--- config.mk ---
export PLATFORM = sky130hd
export DESIGN_NAME = colsel_ctrl
export DESIGN_NICKNAME = d
export VERILOG_FILES = /design/src/rtl/colsel_pkg.sv /design/src/rtl/colsel_sync_edge.sv /design/src/rtl/colsel_cycler.sv /design/src/rtl/colsel_power.sv /design/src/rtl/colsel_ctrl.sv
export SDC_FILE = /design/constraint.sdc
export NUM_CORES = 1
export LEC_CHECK = 0
export BUFFER_PORTS_ARGS = -buffer_cell sky130_fd_sc_hd__buf_2
export CAP_MARGIN = 20
export CORE_AREA = 3 3 40 42
export CTS_CLUSTER_SIZE = 25
export DETAILED_ROUTE_END_ITERATION = 10
export DIE_AREA = 0 0 43 45
export PLACE_DENSITY = 0.64
export SYNTH_ARGS = -nofsm -noshare
export SYNTH_HDL_FRONTEND = slang
export SYNTH_HIERARCHICAL = 1
export SYNTH_SLANG_ARGS = --single-unit
--- constraint.sdc ---
create_clock -name clk_i -period 1.44 [get_ports clk_i]
set_input_delay 0.144 -clock clk_i [delete_from_list [all_inputs] [get_ports clk_i]]
set_output_delay 0.144 -clock clk_i [all_outputs]
set_load 0.01 [all_outputs]
--- src/rtl/colsel_pkg.sv ---
package colsel_pkg;
  localparam int SEL_W = 2;

  typedef enum logic [SEL_W-1:0] {
    COL_RED   = 2'b00,
    COL_GREEN = 2'b01,
    COL_BLUE  = 2'b10
  } colour_e;

  // 2'b11 is not a colour; map it onto red
  function automatic colour_e col_norm(input logic [SEL_W-1:0] v);
    case (v)
      2'b01:   return COL_GREEN;
      2'b10:   return COL_BLUE;
      default: return COL_RED;
    endcase
  endfunction

  function automatic colour_e col_next(input colour_e c);
    case (c)
      COL_RED:   return COL_GREEN;
      COL_GREEN: return COL_BLUE;
      default:   return COL_RED;
    endcase
  endfunction
endpackage

--- src/rtl/colsel_sync_edge.sv ---
module colsel_sync_edge #(
  parameter int STAGES = 2
) (
  input  logic clk_i,
  input  logic rst_ni,
  input  logic async_i,
  output logic rise_o
);
  localparam int LAST = STAGES;

  logic [LAST:0] sh_q;

  always_ff @(posedge clk_i or negedge rst_ni) begin
    if (!rst_ni) sh_q <= '0;
    else         sh_q <= {sh_q[LAST-1:0], async_i};
  end

  assign rise_o = sh_q[LAST-1] & ~sh_q[LAST];

  // a long pulse yields a single-cycle edge
  a_r2_one_shot: assert property (@(posedge clk_i) disable iff (!rst_ni)
    rise_o |=> !rise_o);
endmodule

--- src/rtl/colsel_cycler.sv ---
module colsel_cycler
  import colsel_pkg::*;
(
  input  logic    clk_i,
  input  logic    rst_ni,
  input  logic    adv_i,
  input  logic    clr_i,
  output colour_e pos_o
);
  colour_e pos_q;

  always_ff @(posedge clk_i or negedge rst_ni) begin
    if (!rst_ni)    pos_q <= COL_RED;
    else if (clr_i) pos_q <= COL_RED;
    else if (adv_i) pos_q <= col_next(pos_q);
  end

  assign pos_o = pos_q;

  a_r1_legal_code: assert property (@(posedge clk_i) disable iff (!rst_ni)
    pos_q != 2'b11);
  a_r3_step_order: assert property (@(posedge clk_i) disable iff (!rst_ni)
    adv_i && !clr_i |=> pos_q == col_next($past(pos_q)));
  a_r4_clear_wins: assert property (@(posedge clk_i) disable iff (!rst_ni)
    clr_i |=> pos_q == COL_RED);
  a_r5_hold: assert property (@(posedge clk_i) disable iff (!rst_ni)
    !adv_i && !clr_i |=> $stable(pos_q));
endmodule

--- src/rtl/colsel_power.sv ---
module colsel_power #(
  parameter int NUM_BLK = 4,
  parameter int GRN_IDX = 1,
  parameter int BLU_IDX = 2
) (
  input  logic               lbl_i,
  input  logic               pwr_en_i,
  input  logic               pwr_sel_i,
  input  logic [NUM_BLK-1:0] blk_dis_i,
  output logic [NUM_BLK-1:0] blk_pwr_o
);
  for (genvar i = 0; i < NUM_BLK; i++) begin : g_blk
    logic base;
    assign base = pwr_sel_i ? ~blk_dis_i[i] : pwr_en_i;
    if (i == GRN_IDX || i == BLU_IDX) begin : g_colour
      assign blk_pwr_o[i] = base & ~lbl_i;
    end else begin : g_plain
      assign blk_pwr_o[i] = base;
    end
  end
endmodule

--- src/rtl/colsel_ctrl.sv ---
module colsel_ctrl
  import colsel_pkg::*;
#(
  parameter int NUM_BLK     = 4,
  parameter int SYNC_STAGES = 2
) (
  input  logic               clk_i,
  input  logic               rst_ni,
  input  logic               acyc_i,
  input  logic               force_en_i,
  input  logic               auto_en_i,
  input  logic [SEL_W-1:0]   force_sel_i,
  input  logic [SEL_W-1:0]   int_sel_i,
  input  logic               cyc_rst_i,
  input  logic               lbl_i,
  input  logic               pwr_en_i,
  input  logic               pwr_sel_i,
  input  logic [NUM_BLK-1:0] blk_dis_i,
  output logic [SEL_W-1:0]   in_sel_o,
  output logic [SEL_W-1:0]   og_sel_o,
  output logic [NUM_BLK-1:0] blk_pwr_o
);
  localparam int GRN_IDX = 1;
  localparam int BLU_IDX = 2;

  logic    rise;
  colour_e pos;
  colour_e int_col, frc_col;

  colsel_sync_edge #(.STAGES(SYNC_STAGES)) u_sync (
    .clk_i  (clk_i),
    .rst_ni (rst_ni),
    .async_i(acyc_i),
    .rise_o (rise)
  );

  // pulses only count while auto-cycling is on
  colsel_cycler u_cyc (
    .clk_i (clk_i),
    .rst_ni(rst_ni),
    .adv_i (rise & auto_en_i),
    .clr_i (cyc_rst_i),
    .pos_o (pos)
  );

  colsel_power #(.NUM_BLK(NUM_BLK), .GRN_IDX(GRN_IDX), .BLU_IDX(BLU_IDX)) u_pwr (
    .lbl_i    (lbl_i),
    .pwr_en_i (pwr_en_i),
    .pwr_sel_i(pwr_sel_i),
    .blk_dis_i(blk_dis_i),
    .blk_pwr_o(blk_pwr_o)
  );

  assign int_col = col_norm(int_sel_i);
  assign frc_col = col_norm(force_sel_i);

  always_comb begin
    og_sel_o = auto_en_i  ? pos     : int_col;
    in_sel_o = force_en_i ? frc_col : og_sel_o;
  end

  a_r6_common_int: assert property (@(posedge clk_i) disable iff (!rst_ni)
    !force_en_i && !auto_en_i |-> in_sel_o == og_sel_o);
  a_r9_split: assert property (@(posedge clk_i) disable iff (!rst_ni)
    force_en_i && auto_en_i |-> og_sel_o == pos && in_sel_o != 2'b11);
  a_r10_all_off: assert property (@(posedge clk_i) disable iff (!rst_ni)
    !pwr_en_i && !pwr_sel_i |-> blk_pwr_o == '0);
  a_r11_lbl_gate: assert property (@(posedge clk_i) disable iff (!rst_ni)
    lbl_i |-> !blk_pwr_o[GRN_IDX] && !blk_pwr_o[BLU_IDX]);
endmodule

==> impl_metrics.json <==
{
  "rows": 13,
  "synth_cells": 33,
  "synth.net_count": 50,
  "fill_cells": 132,
  "setup_tns_ns": 0,
  "worstPathCellList": "a21oi_1 > a22oi_1 > buf_2",
  "peakVddDrop_v": 0.000492,
  "grt_pass1_wl_mm": 1.18,
  "clock_sinks": 5,
  "grt_usage_pct": 8.29,
  "power.leakage_nw": 0.249,
  "start_kind": "flop",
  "grt_start_max_net_pins": 8,
  "cp.depth": 3,
  "port-buffer-count": 24,
  "finalHoldViolCount": 0,
  "critPathMaxStageDelay_ns": 0.41,
  "critPathCapture": "in_sel_o[0]",
  "yosysSeqAreaShare_pct": 41.0,
  "hold_class": "in2reg",
  "layout_commonest_cell": "buf_2",
  "drive_gt1_share_pct": 49.2,
  "die_h_um": 45,
  "die_x_um": 43,
  "r2r_cells": 4,
  "skew_ns": 0.00694,
  "clock_latency_ns": 0.24,
  "startpoint": "u_cyc/pos_o[0]$_DFFE_PN0P_",
  "path_buf_inv": 1,
  "ioPinCount": 25,
  "cp_top_family": "flip-flops",
  "routed_wl_um": 745,
  "wl_met1_um": 320,
  "end_kind": "output port",
  "r2r_start": "u_sync/sh_q[2]$_DFF_PN0_",
  "first_pass_iters": 1,
  "area_growth_pct": 55.7,
  "dieArea_um2": 1940,
  "netlist_area_um2": 305,
  "grt-ovfl-total": 0,
  "gp_congestion": 0.679,
  "numCtsBuffers": 3,
  "synthDistinctLibCells": 12,
  "timing.hold.ws_ns": 0.0675,
  "rsz0062_at_grt": "false",
  "cts_root_buf": "clkbuf_4",
  "fin_crit_sh_pct": 84.1,
  "multiInputGateArea_um2": 165,
  "route.met3.wl_um": 59,
  "ys_seq_elements": 5,
  "rr_endpoint": "u_cyc/pos_o[0]$_DFFE_PN0P_",
  "ant_nets": 0,
  "route.detailed.drc": 0,
  "viasPerCell": 4.42,
  "grt_pass1_vias": 293,
  "status": "finished, final reports clean",
  "slew_headroom_pct": 89.4,
  "initial_core_util_pct": 23.8,
  "critical_path_class": "reg2out",
  "h-tree-depth": 1,
  "max_cap_viol_count": 0,
  "cts_resized": 0,
  "cp_slowest_cell": "dfrtp_1",
  "period_needed_ns": 1.21,
  "clk_pin_slew_ns": 0.05,
  "drt_iter0_drc": 0,
  "seq_area_um2": 125,
  "final_cell_mix": "24 x buf_2, 8 x a21oi_1, 5 x dfrtp_1",
  "synth_area_per_cell_um2": 9.25,
  "num_vias": 336,
  "finalSetupViolCount": 0,
  "worstPathMaxFanout": 5,
  "nNetsFinal": 79,
  "dr.max_layer_used": "met3",
  "tightest_slew_ns": 0.160,
  "wl_met2_um": 364,
  "antenna_found_initial": 0,
  "yosysWarnings": 6,
  "cts_tree": "built",
  "insertedDiodeCount": 0,
  "fmax_ghz": 0.826,
  "postCtsSetupBuffers": 0,
  "wire_per_inst_um": 9.80,
  "reg2reg_setup_slack_ns": 0.25,
  "fin_util_pct": 37.0,
  "p_per_area_nw_per_um2": 839,
  "slew_violations": 0,
  "arrival_ns": 1.07,
  "cp.required_ns": 1.30,
  "core_area_um2": 1280,
  "clockBufferDepth": 2
}
flip-flops by register name, indices dropped and copies added, names as in the netlist:
name	count
u_sync/sh_q	3
u_cyc/pos_o	2
metrics by stage:
step           power [mW]  setup slack, ns  cell area, um^2  instances
2_1_floorplan       0.192            0.294              305         33
3_3_place_gp        0.232            0.275              429         70
3_5_place_dp        0.234            0.255              429         70
4_1_cts             0.407            0.212              465         75
5_1_grt             0.431            0.142              475         76
6_report            0.399            0.230              475         76
cell type report:
cell class                 instances  share of cell area, %
sequential                         5                   26.3
clock buffer                       4                   5.53
tap                               15                   3.95
multi-input combinational         26                   34.7
timing repair buffer              26                   29.5
cell families (layout without fill, tap and decap cells):
kind of cell	after synthesis	in the layout	synth area share, %
and+or+nand+nor	15	15	32.4
AOI/OAI and AO/OA	11	11	21.7
DFF	5	5	41.0
buffers and inverters	2	30	4.92
power by group:
part	switching [mW]	internal [mW]	total, mW
Combinational	0.0379	0.0453	0.0832
Clock	0.0592	0.105	0.164
Sequential	0.00443	0.147	0.151
synthesized netlist by cell type:
master | n | area share, %
a21oi_1 | 8 | 13
dfrtp_1 | 5 | 41
nand2_1 | 4 | 4.9
nand2b_1 | 4 | 8.2
or3b_1 | 3 | 8.6
a22oi_1 | 2 | 4.9
buf_4 | 2 | 4.9
and2_2 | 1 | 2.5
nand3b_1 | 1 | 2.5
nor2_1 | 1 | 1.2
nor2b_4 | 1 | 4.5
o21bai_2 | 1 | 3.7
worst min-delay path by stage:
stage | start | slack [ns] | to | cells after the start
2_1_floorplan | rst_ni | -0.15 | u_cyc/pos_o[0]$_DFFE_PN0P_ | 0
3_3_place_gp | rst_ni | -0.04 | u_sync/sh_q[2]$_DFF_PN0_ | 1
3_5_place_dp | rst_ni | -0.03 | u_cyc/pos_o[1]$_DFFE_PN0P_ | 1
4_1_cts | acyc_i | 0.003 | u_sync/sh_q[0]$_DFF_PN0_ | 1
5_1_grt | cyc_rst_i | 0.06 | u_cyc/pos_o[0]$_DFFE_PN0P_ | 2
6_report | cyc_rst_i | 0.07 | u_cyc/pos_o[0]$_DFFE_PN0P_ | 2
layer usage:
metal / vias to the layer above / global-route usage (%)
li1: 171 / -
met1: 156 / 10.0
met2: 9 / 12.6
met3: 0 / 5.18
met4: 0 / 1.81
met5: - / 0
timing repair:
item                                   4_1_cts  5_1_grt
setup endpoints to repair                    0        0
hold buffers                                 1        1
endpoints found under the hold margin        5        1
Note: power is estimated with default switching activity, not from simulation.
